--- config.mk ---
export PLATFORM = sky130hd
export DESIGN_NAME = frame_timing_ctrl
export DESIGN_NICKNAME = d
export VERILOG_FILES = /design/src/rtl/ftc_pkg.sv /design/src/rtl/ftc_prescaler.sv /design/src/rtl/ftc_edge_sync.sv /design/src/rtl/ftc_frame_counter.sv /design/src/rtl/frame_timing_ctrl.sv
export SDC_FILE = /design/constraint.sdc
export NUM_CORES = 1
export LEC_CHECK = 0
export BUFFER_PORTS_ARGS = -buffer_cell sky130_fd_sc_hd__clkbuf_2
export CAP_MARGIN = 10
export CORE_MARGIN = 2
export CORE_UTILIZATION = 37
export DETAILED_ROUTE_END_ITERATION = 8
export HOLD_SLACK_MARGIN = 0.12
export PLACE_DENSITY_LB_ADDON = 0.12
export SYNTH_ARGS = -nofsm -noshare
export SYNTH_HDL_FRONTEND = slang
export SYNTH_SLANG_ARGS = --single-unit
--- constraint.sdc ---
create_clock -name clk -period 1.9 [get_ports clk]
set_clock_uncertainty 0.05 [all_clocks]
set_input_delay 0.38 -clock clk [delete_from_list [all_inputs] [get_ports clk]]
set_output_delay 0.38 -clock clk [all_outputs]
set_load 0.05 [all_outputs]
--- src/rtl/ftc_pkg.sv ---
package ftc_pkg;

  typedef enum logic [2:0] {
    MODE_FREE       = 3'd0,
    MODE_FREQ_REC   = 3'd1,
    MODE_FREQ_A     = 3'd2,
    MODE_FREQ_B     = 3'd3,
    MODE_BP_SLAVE   = 3'd4,
    MODE_ALIGN_REC  = 3'd5,
    MODE_ALIGN_A    = 3'd6,
    MODE_ALIGN_B    = 3'd7
  } tmode_e;

  typedef enum logic [2:0] {
    RSEL_LOCAL = 3'd0,
    RSEL_REC   = 3'd1,
    RSEL_A     = 3'd2,
    RSEL_B     = 3'd3,
    RSEL_BP    = 3'd4
  } rsel_e;

  // aligning source slots; slot index equals the low two mode bits
  localparam int NUM_SRC = 4;
  localparam int SRC_BP  = 0;
  localparam int SRC_REC = 1;
  localparam int SRC_A   = 2;
  localparam int SRC_B   = 3;

  function automatic logic mode_aligns(input logic [2:0] m);
    return m[2];
  endfunction

  function automatic rsel_e mode_to_rsel(input logic [2:0] m);
    rsel_e r;
    if (m == MODE_FREE)          r = RSEL_LOCAL;
    else if (m == MODE_BP_SLAVE) r = RSEL_BP;
    else                         r = rsel_e'({1'b0, m[1:0]});
    return r;
  endfunction

endpackage

--- src/rtl/ftc_prescaler.sv ---
module ftc_prescaler #(
  parameter int CNT_W = 2
) (
  input  logic       clk,
  input  logic       rst_n,
  input  logic [1:0] div_code_i,
  output logic       en_o
);

  logic [CNT_W-1:0] ratio_m1;
  logic [CNT_W-1:0] pcnt_q;
  logic [CNT_W-1:0] pcnt_d;

  // divide code to terminal count: 00 -> /4, 01 -> /2, 10 -> /1, 11 -> /4
  always_comb begin
    case (div_code_i)
      2'b01:   ratio_m1 = CNT_W'(1);
      2'b10:   ratio_m1 = CNT_W'(0);
      default: ratio_m1 = CNT_W'(3);
    endcase
  end

  always_comb begin
    if (pcnt_q >= ratio_m1) pcnt_d = '0;
    else                    pcnt_d = pcnt_q + CNT_W'(1);
  end

  always_ff @(posedge clk or negedge rst_n) begin
    if (!rst_n) pcnt_q <= '0;
    else        pcnt_q <= pcnt_d;
  end

  assign en_o = (pcnt_q == '0);

  assert_div1_every_clock_R2 : assert property (@(posedge clk) disable iff (!rst_n)
    (ratio_m1 == '0) |=> en_o);

  assert_no_back_to_back_R2 : assert property (@(posedge clk) disable iff (!rst_n)
    (ratio_m1 != '0 && en_o) |=> !en_o);

endmodule

--- src/rtl/ftc_edge_sync.sv ---
module ftc_edge_sync (
  input  logic clk,
  input  logic rst_n,
  input  logic async_i,
  output logic rise_o
);

  logic meta_q;
  logic sync_q;
  logic prev_q;

  always_ff @(posedge clk or negedge rst_n) begin
    if (!rst_n) begin
      meta_q <= 1'b0;
      sync_q <= 1'b0;
      prev_q <= 1'b0;
    end else begin
      meta_q <= async_i;
      sync_q <= meta_q;
      prev_q <= sync_q;
    end
  end

  assign rise_o = sync_q & ~prev_q;

  assert_rise_single_cycle_R6 : assert property (@(posedge clk) disable iff (!rst_n)
    rise_o |=> !rise_o);

endmodule

--- src/rtl/ftc_frame_counter.sv ---
module ftc_frame_counter #(
  parameter int FRAME_LEN = 512,
  localparam int CW = $clog2(FRAME_LEN)
) (
  input  logic          clk,
  input  logic          rst_n,
  input  logic          tick_i,
  input  logic          align_i,
  output logic [CW-1:0] pos_o,
  output logic          wrap_o,
  output logic          pulse_o
);

  localparam logic [CW-1:0] LAST = CW'(FRAME_LEN - 1);

  logic [CW-1:0] pos_q;
  logic [CW-1:0] pos_d;
  logic          reload;

  // a reload only when not already at zero, so no doubled pulse
  assign reload = align_i && (pos_q != '0);
  assign wrap_o = tick_i && (pos_q == LAST);

  always_comb begin
    pos_d = pos_q;
    if (reload)      pos_d = '0;
    else if (wrap_o) pos_d = '0;
    else if (tick_i) pos_d = pos_q + CW'(1);
  end

  always_ff @(posedge clk or negedge rst_n) begin
    if (!rst_n) pos_q <= '0;
    else        pos_q <= pos_d;
  end

  assign pos_o   = pos_q;
  assign pulse_o = (pos_q == '0);

  assert_advance_R4 : assert property (@(posedge clk) disable iff (!rst_n)
    (tick_i && !align_i && pos_q != LAST) |=> (pos_q == $past(pos_q) + CW'(1)));

  assert_hold_no_tick_R4 : assert property (@(posedge clk) disable iff (!rst_n)
    (!tick_i && !align_i) |=> $stable(pos_q));

  assert_realign_R6 : assert property (@(posedge clk) disable iff (!rst_n)
    (align_i && pos_q != '0) |=> (pos_q == '0));

  assert_no_double_pulse_R7 : assert property (@(posedge clk) disable iff (!rst_n)
    (align_i && tick_i && pos_q == '0) |=> !pulse_o);

endmodule

--- src/rtl/frame_timing_ctrl.sv ---
module frame_timing_ctrl
  import ftc_pkg::*;
#(
  parameter int FRAME_LEN = 512
) (
  input  logic                         clk,
  input  logic                         rst_n,
  input  logic [2:0]                   mode_i,
  input  logic [1:0]                   xdiv_i,
  input  logic                         tick_i,
  input  logic                         ref_rec_i,
  input  logic                         ref_a_i,
  input  logic                         ref_b_i,
  input  logic                         bp_c4_i,
  input  logic                         bp_fp_i,
  output logic                         osc_en_o,
  output logic [2:0]                   ref_sel_o,
  output logic                         ref_o,
  output logic                         frame_pulse_o,
  output logic [$clog2(FRAME_LEN)-1:0] frame_pos_o,
  output logic                         master_o,
  output logic [2:0]                   active_mode_o,
  output logic                         config_error_o
);

  localparam int CW = $clog2(FRAME_LEN);

  logic [NUM_SRC-1:0] src_vec;
  logic [NUM_SRC-1:0] rise_vec;
  logic [2:0]         active_q;
  logic [2:0]         active_d;
  logic               cfg_err_q;
  logic               cfg_err_d;
  logic               align;
  logic               wrap;
  rsel_e              rsel;

  assign src_vec[SRC_BP]  = bp_fp_i;
  assign src_vec[SRC_REC] = ref_rec_i;
  assign src_vec[SRC_A]   = ref_a_i;
  assign src_vec[SRC_B]   = ref_b_i;

  for (genvar g = 0; g < NUM_SRC; g++) begin : g_sync
    ftc_edge_sync u_sync (
      .clk     (clk),
      .rst_n   (rst_n),
      .async_i (src_vec[g]),
      .rise_o  (rise_vec[g])
    );
  end

  ftc_prescaler #(.CNT_W(2)) u_presc (
    .clk        (clk),
    .rst_n      (rst_n),
    .div_code_i (xdiv_i),
    .en_o       (osc_en_o)
  );

  assign align = mode_aligns(active_q) && rise_vec[active_q[1:0]];

  ftc_frame_counter #(.FRAME_LEN(FRAME_LEN)) u_frame (
    .clk     (clk),
    .rst_n   (rst_n),
    .tick_i  (tick_i),
    .align_i (align),
    .pos_o   (frame_pos_o),
    .wrap_o  (wrap),
    .pulse_o (frame_pulse_o)
  );

  // mode register: zero request is immediate, others wait for a wrap
  always_comb begin
    active_d = active_q;
    if (mode_i == MODE_FREE) active_d = MODE_FREE;
    else if (wrap)           active_d = mode_i;
  end

  always_comb begin
    cfg_err_d = (xdiv_i == 2'b11) || ((xdiv_i != 2'b00) && (mode_i != MODE_FREE));
  end

  always_ff @(posedge clk or negedge rst_n) begin
    if (!rst_n) begin
      active_q  <= MODE_FREE;
      cfg_err_q <= 1'b0;
    end else begin
      active_q  <= active_d;
      cfg_err_q <= cfg_err_d;
    end
  end

  assign rsel = mode_to_rsel(active_q);

  always_comb begin
    case (rsel)
      RSEL_REC: ref_o = ref_rec_i;
      RSEL_A:   ref_o = ref_a_i;
      RSEL_B:   ref_o = ref_b_i;
      RSEL_BP:  ref_o = bp_c4_i;
      default:  ref_o = osc_en_o;
    endcase
  end

  assign ref_sel_o      = rsel;
  assign master_o       = (active_q != MODE_BP_SLAVE);
  assign active_mode_o  = active_q;
  assign config_error_o = cfg_err_q;

  assert_mode_only_at_wrap_R9 : assert property (@(posedge clk) disable iff (!rst_n)
    (active_q != $past(active_q)) |-> ($past(wrap) || active_q == MODE_FREE));

  assert_zero_immediate_R10 : assert property (@(posedge clk) disable iff (!rst_n)
    (mode_i == MODE_FREE) |=> (active_q == MODE_FREE));

  assert_reserved_div_R11 : assert property (@(posedge clk) disable iff (!rst_n)
    (xdiv_i == 2'b11) |=> config_error_o);

  assert_no_align_free_R5 : assert property (@(posedge clk) disable iff (!rst_n)
    (!active_q[2] && tick_i && frame_pos_o != CW'(FRAME_LEN - 1))
      |=> (frame_pos_o != '0));

endmodule

==> qor.txt, run 1 <==
clk_lat worst skew -> 280 ps
async set-reset flop share out of synthesis -> 1.00
Clock Sink Count -> 27
antenna violations before repair -> 0
CORE AREA -> 0.00361 sq mm
unrepaired setup endpoints after global routing -> true
largest net degree at the start of global routing -> 28
CTS clk-pin slew, worst paths -> 100 ps
top_reg_cell synth -> dfrtp_1
vias -> 1,182
Worst EP required -> 1470 ps
post-DP HPWL -> 2290 microns
register area share after synthesis -> 0.492
Detailed Route WL -> 3210 microns
cell-internal power -> 1.23 mW
Yosys reg bits -> 27
FP Rows -> 22
CP Capture Type -> output port
Initial Util -> 0.381
startpoint types -> register
CTS tree -> yes
# IOs -> 33
main area contributors after synthesis -> dfrtp_1 49%, ha_1 12%, a21oi_1 4.4%
Max stage delay cell, worst path -> dfrtp_2
register area -> 684 sq um
1st-iter DRT viols -> 47
peak supply drop -> 0.740 mV
Max Root-Sink Buffers -> 2
CP Max Fanout -> 5
share of cells above drive strength 1 -> 0.520
CTS buffer count -> 3
Die ar. -> 0.00422 sq mm
leakage -> 0.899 nW
Hold Fails Final Rpt -> 0
adder-cell area share of the yosys netlist -> 0.118
Root Driver -> clkbuf_8
min cycle time layout -> 2100 ps
critical path launch point -> active_mode_o[1]$_DFFE_PN0P_
Worst slew margin -> 0.549
Die W -> 64.9 microns
Synth Net Count -> 152
largest family of logic cells by synthesized area -> compound AO/OA/AOI/OAI gates
Hold/Removal Path Class -> input port to register
global-route usage over all layers -> 0.164
Port-buffer cells -> 32
Setup WS pre-CTS -> 31.6 ps
Total Power -> 2.16 mW
share of the cycle needed by the critical path after routing -> 1.11
Post-synth top cells -> 27 x dfrtp_1, 15 x inv_1, 13 x ha_1
Net Sw Frac -> 0.430
Distinct cells, synth -> 32
post-synthesis area per instance -> 10.9 sq um
setup ws final -> -200 ps
Finish-stage setup viols -> 1
Post-DP Area -> 0.00170 sq mm
Post-DRT Antenna Nets -> 0
Slew @ Worst Pin -> 677 ps
proportion of synthesized area in mux cells -> 0.0246
simple-gate share of the synthesized area -> 0.152
GPL Wtd Cong -> 0.843
xor and xnor area share after synthesis -> 0
status -> finished with violations
Clk pwr share -> 0.156
synthesized instance count -> 126
Max-Cap Viols -> 0
global-route wire length before repair -> 5320 microns
post-synthesis cell area -> 0.00137 sq mm
CP Cell Sequence -> inv_4, ha_4, a211oi_2, a31oi_1, a22oi_2, buf_8
number of global-route vias before repair -> 1,095
final net count -> 206
chip height -> 64.9 microns
TritonRoute pass-1 iters -> 5
count leader, synth -> dfrtp_1
critical path class -> register to output port
logic gate share of total power -> 0.494
gr ovfl total -> 0
Arrival @ worst endpoint -> 1670 ps
synth-to-layout area growth -> 43.0%
Post-synth EDFFs -> 0
fmax -> 0.476 GHz
Finished Cell Area -> 0.00196 sq mm
CTS HTree Levels -> 1
CP peak stage delay -> 470 ps
Net Switching -> 928 uW
top cell type by total area after synthesis -> dfrtp_1
average via count per standard cell -> 5.21
Slew Viols, Final -> 0
worst reg2reg path startpoint -> u_frame.pos_o[0]$_DFFE_PN0P_
Yosys Warn Count -> 0
sequential share of power -> 0.351
top-area cell type share of the netlist area -> 0.492
multi-input logic area -> 764 sq um
fillers -> 330
failing checks -> setup timing
WL per Instance -> 14.1 microns
hold path startpoint -> bp_fp_i
post-synthesis compound-gate area fraction -> 0.163
Antenna diodes -> 0
Post-route DRC -> 0
pwr/cell area -> 1100 mW/mm^2
stage by stage:
step	instances	util	hold WS, ps	TNS [ps]
after floorplan	126	-	34.4	-316
after global placement	210	0.472	281	0
after detailed placement	210	0.472	286	0
after CTS	221	0.518	149	-205
after global routing	227	0.545	139	-377
final	227	0.545	150	-200
cell families after synthesis:
group           Yosys count
mux                       2
compound gates           33
flops                    27
buf+inv                  17
fa+ha+maj                13
simple gates             34
sequential cells by signal (all words and copies together) (netlist names):
register,flops
u_frame.pos_o,9
g_sync.u_sync.meta_q,4
g_sync.u_sync.prev_q,4
g_sync.u_sync.sync_q,4
active_mode_o,3
u_presc.pcnt_q,2
config_error_o,1
metal layers:
metal  GRT usage  share of wire  vias up
met5           0              0        -
met4      0.0452          0.012        0
met3      0.0365          0.049        4
met2       0.269           0.50       34
met1       0.217           0.44      579
li1            -              -      565
final cells by class:
class                      count  area share
sequential                    27       0.348
tap                           48      0.0306
clock inverter                 1     0.00382
timing repair buffer          51       0.176
clock buffer                   3      0.0210
multi-input combinational     82       0.389
inverter                      15      0.0312
critical path, delay by kind of cell, from the launching register on:
kind / cells / cell delay [ps]
buffers and inverters: 2 / 270
AO/OA/AOI/OAI: 3 / 450
flip-flops: 1 / 470
adder cells (fa/ha/maj): 1 / 200
power by group through the flow:
| stage | Clock, mW | Sequential [mW] | Combinational (mW) |
|---|---|---|---|
| floorplan | 0 | 0.978 | 0.427 |
| global placement | 0 | 0.778 | 0.839 |
| detailed placement | 0 | 0.782 | 0.849 |
| CTS | 0.342 | 0.758 | 1.00 |
| global route | 0.368 | 0.775 | 1.14 |
| finish | 0.337 | 0.757 | 1.07 |
worst paths after layout:
kind | to | slack [ps] | depth (start not counted)
worst min-delay path | g_sync[0].u_sync.meta_q$_DFF_PN0_ | 150 | 1
worst max register to register | u_frame.pos_o[7]$_DFFE_PN0P_ | 30 | 8
max in group asynchronous | u_frame.pos_o[0]$_DFFE_PN0P_ | 710 | 2
worst min register to register | g_sync[2].u_sync.sync_q$_DFF_PN0_ | 310 | 0
worst max-delay path | ref_o | -200 | 6
min in group asynchronous | g_sync[0].u_sync.sync_q$_DFF_PN0_ | 610 | 2
cells in the final DEF, fill, tap and decap left out, types with 2 or more instances in the layout:
cell / netlist / layout
clkbuf_2: 0 / 29
dfrtp_1: 27 / 20
buf_4: 1 / 16
inv_1: 15 / 12
a21oi_1: 12 / 12
ha_1: 13 / 7
dfrtp_2: 0 / 7
nand2_1: 6 / 6
a22oi_2: 0 / 5
nor2_1: 4 / 4
nor2b_1: 4 / 4
ha_4: 0 / 4
a31oi_1: 3 / 3
or2_2: 3 / 3
o21ai_0: 3 / 3
o311ai_0: 3 / 3
or4_4: 0 / 3
clkbuf_8: 0 / 3
nand3_1: 2 / 2
inv_4: 0 / 2
and2_1: 2 / 2
or3_4: 0 / 2
a2bb2oi_1: 2 / 2
ha_2: 0 / 2
buf_6: 0 / 2
timing repair:
item                       in CTS  in global routing
hold buffers                    1                  0
setup endpoints to repair       2                  8
buffers inserted                6                  6
gates resized for setup        14                 14
pin swaps                       4                  6
hold endpoints to repair       27                  0
gates cloned                    0                  0
No activity file was read; power rests on OpenSTA's default activity.
==> inputs of run 2 (changes only) <==
- ABC_AREA: default -> 1
- SKIP_LAST_GASP: default -> 1
==> qor.txt, run 2 <==
Die ar. -> 0.00443 sq mm
Hold Fails Final Rpt -> 0
critical path class -> register to output port
peak supply drop -> 0.691 mV
FP Rows -> 22
Die W -> 66.5 microns
Clock Sink Count -> 27
post-synthesis area per instance -> 8.46 sq um
global-route usage over all layers -> 0.176
Max-Cap Viols -> 0
Antenna diodes -> 0
CP peak stage delay -> 430 ps
chip height -> 66.5 microns
CTS buffer count -> 3
startpoint types -> register
most frequent cells in the layout -> 34 x nand2_1, 27 x clkbuf_2, 23 x nand3_1
CTS tree -> yes
count leader, synth -> nand2_1
CORE AREA -> 0.00372 sq mm
Max stage delay cell, worst path -> dfrtp_2
Root Driver -> clkbuf_8
Yosys Warn Count -> 0
GPL Wtd Cong -> 0.871
Post-DRT Antenna Nets -> 0
average via count per standard cell -> 4.81
CP Capture Type -> output port
largest net degree at the start of global routing -> 28
final net count -> 250
Arrival @ worst endpoint -> 1580 ps
share of the cycle needed by the critical path after routing -> 1.06
synthesized instance count -> 171
CTS clk-pin slew, worst paths -> 110 ps
Port-buffer cells -> 32
async set-reset flop share out of synthesis -> 1.00
Total Power -> 2.10 mW
pwr/cell area -> 1030 mW/mm^2
Slew @ Worst Pin -> 669 ps
gr ovfl total -> 0
post-synthesis cell area -> 0.00145 sq mm
Crit path buffers/inverters -> 3
synth-to-layout area growth -> 41.3%
Detailed Route WL -> 3520 microns
WL per Instance -> 13.0 microns
TritonRoute pass-1 iters -> 4
Post-synth EDFFs -> 0
Distinct cells, synth -> 21
Initial Util -> 0.389
Worst EP required -> 1470 ps
top-area cell type share of the netlist area -> 0.467
CP Cell Sequence -> inv_4, ha_4, nand2_8, clkinvlp_4, nor3_4, buf_8
register area share after synthesis -> 0.467
CTS HTree Levels -> 1
multi-input logic area -> 798 sq um
antenna violations before repair -> 0
1st-iter DRT viols -> 35
number of global-route vias before repair -> 1,351
most common cell after layout, fill and taps aside -> nand2_1
CP Max Fanout -> 4
leakage -> 1.00 nW
Max Root-Sink Buffers -> 2
failing checks -> setup timing
share of cells above drive strength 1 -> 0.390
Setup WS pre-CTS -> -22.2 ps
Yosys reg bits -> 27
Post-synth top cells -> 37 x nand2_1, 27 x dfrtp_1, 24 x nand3_1
Finish-stage setup viols -> 5
Slew Viols, Final -> 0
post-DP HPWL -> 2480 microns
main area contributors after synthesis -> dfrtp_1 47%, ha_1 11%, nand2_1 9.6%
status -> finished with violations
clk_lat worst skew -> 290 ps
Post-route DRC -> 0
max reg flops -> 9
fillers -> 364
fmax -> 0.497 GHz
# IOs -> 33
global-route wire length before repair -> 5890 microns
Hold/Removal Path Class -> input port to register
unrepaired setup endpoints after global routing -> true
setup ws final -> -113 ps
Worst slew margin -> 0.554
register area -> 684 sq um
Synth Net Count -> 197
Worst path top cell family by delay -> flip-flops
vias -> 1,304
min cycle time layout -> 2010 ps
top cell type by total area after synthesis -> dfrtp_1
top_reg_cell synth -> dfrtp_1
[run 2: through the flow]
| step | instance area, sq um | hold slack (ps) | setup TNS, ps | instances | utilization |
|---|---|---|---|---|---|
| after floorplan | 1560 | 34.4 | -1110 | 171 | - |
| after global placement | 1790 | 284 | 0 | 256 | 0.483 |
| after detailed placement | 1790 | 289 | -26.4 | 256 | 0.483 |
| after CTS | 2000 | 139 | -460 | 269 | 0.537 |
| after global routing | 2040 | 133 | -755 | 271 | 0.550 |
| final | 2040 | 141 | -419 | 271 | 0.550 |
[run 2: worst paths after layout]
check,startpoint,endpoint,slack (ps),depth (start not counted)
min,bp_fp_i,g_sync[0].u_sync.meta_q$_DFF_PN0_,140,1
min in group asynchronous,rst_n,g_sync[2].u_sync.prev_q$_DFF_PN0_,590,2
max reg2reg,u_frame.pos_o[1]$_DFFE_PN0P_,active_mode_o[2]$_DFFE_PN0P_,120,10
max,active_mode_o[0]$_DFFE_PN0P_,ref_sel_o[0],-110,6
max in group asynchronous,rst_n,u_frame.pos_o[3]$_DFFE_PN0P_,730,2
min reg2reg,g_sync[2].u_sync.meta_q$_DFF_PN0_,g_sync[2].u_sync.sync_q$_DFF_PN0_,310,0
[run 2: cells by family (layout without fill, tap and decap cells)]
logic type      count (synthesis)  count (layout)  share of synthesized area
compound gates                 10              10                     0.0398
flops                          27              27                      0.467
fa+ha+maj                      13              13                      0.112
simple gates                   95              96                      0.298
buf+inv                        26              77                     0.0822
[run 2: cell type report]
cell class                      count  area share
Multi-Input combinational cell    119       0.391
Sequential cell                    27       0.335
Timing Repair Buffer               50       0.170
Inverter                           23      0.0502
Tap cell                           48      0.0294
Clock buffer                        3      0.0202
Clock inverter                      1     0.00429
[run 2: power breakdown]
group          leakage, nW  internal [mW]  switching (mW)  total [mW]
clock               0.0261          0.155           0.209       0.364
sequential           0.327          0.658          0.0634       0.722
combinational        0.651          0.381           0.634        1.01
total                 1.00           1.19           0.907        2.10
[run 2: metal layers]
metal / GRT usage / part of all wire / vias up
met4: 0.0663 / 0.021 / 0
met1: 0.217 / 0.45 / 606
met2: 0.305 / 0.49 / 40
met3: 0.0304 / 0.041 / 7
li1: - / - / 651
met5: 0 / 0 / -
[run 2: repair_timing]
item                       in CTS  in global routing
pin swaps                       5                  5
setup endpoints to repair       8                 16
gates cloned                    0                  1
hold endpoints to repair       27                  0
hold buffers                    1                  0
gates resized for setup        23                 13
setup buffers                   8                  1
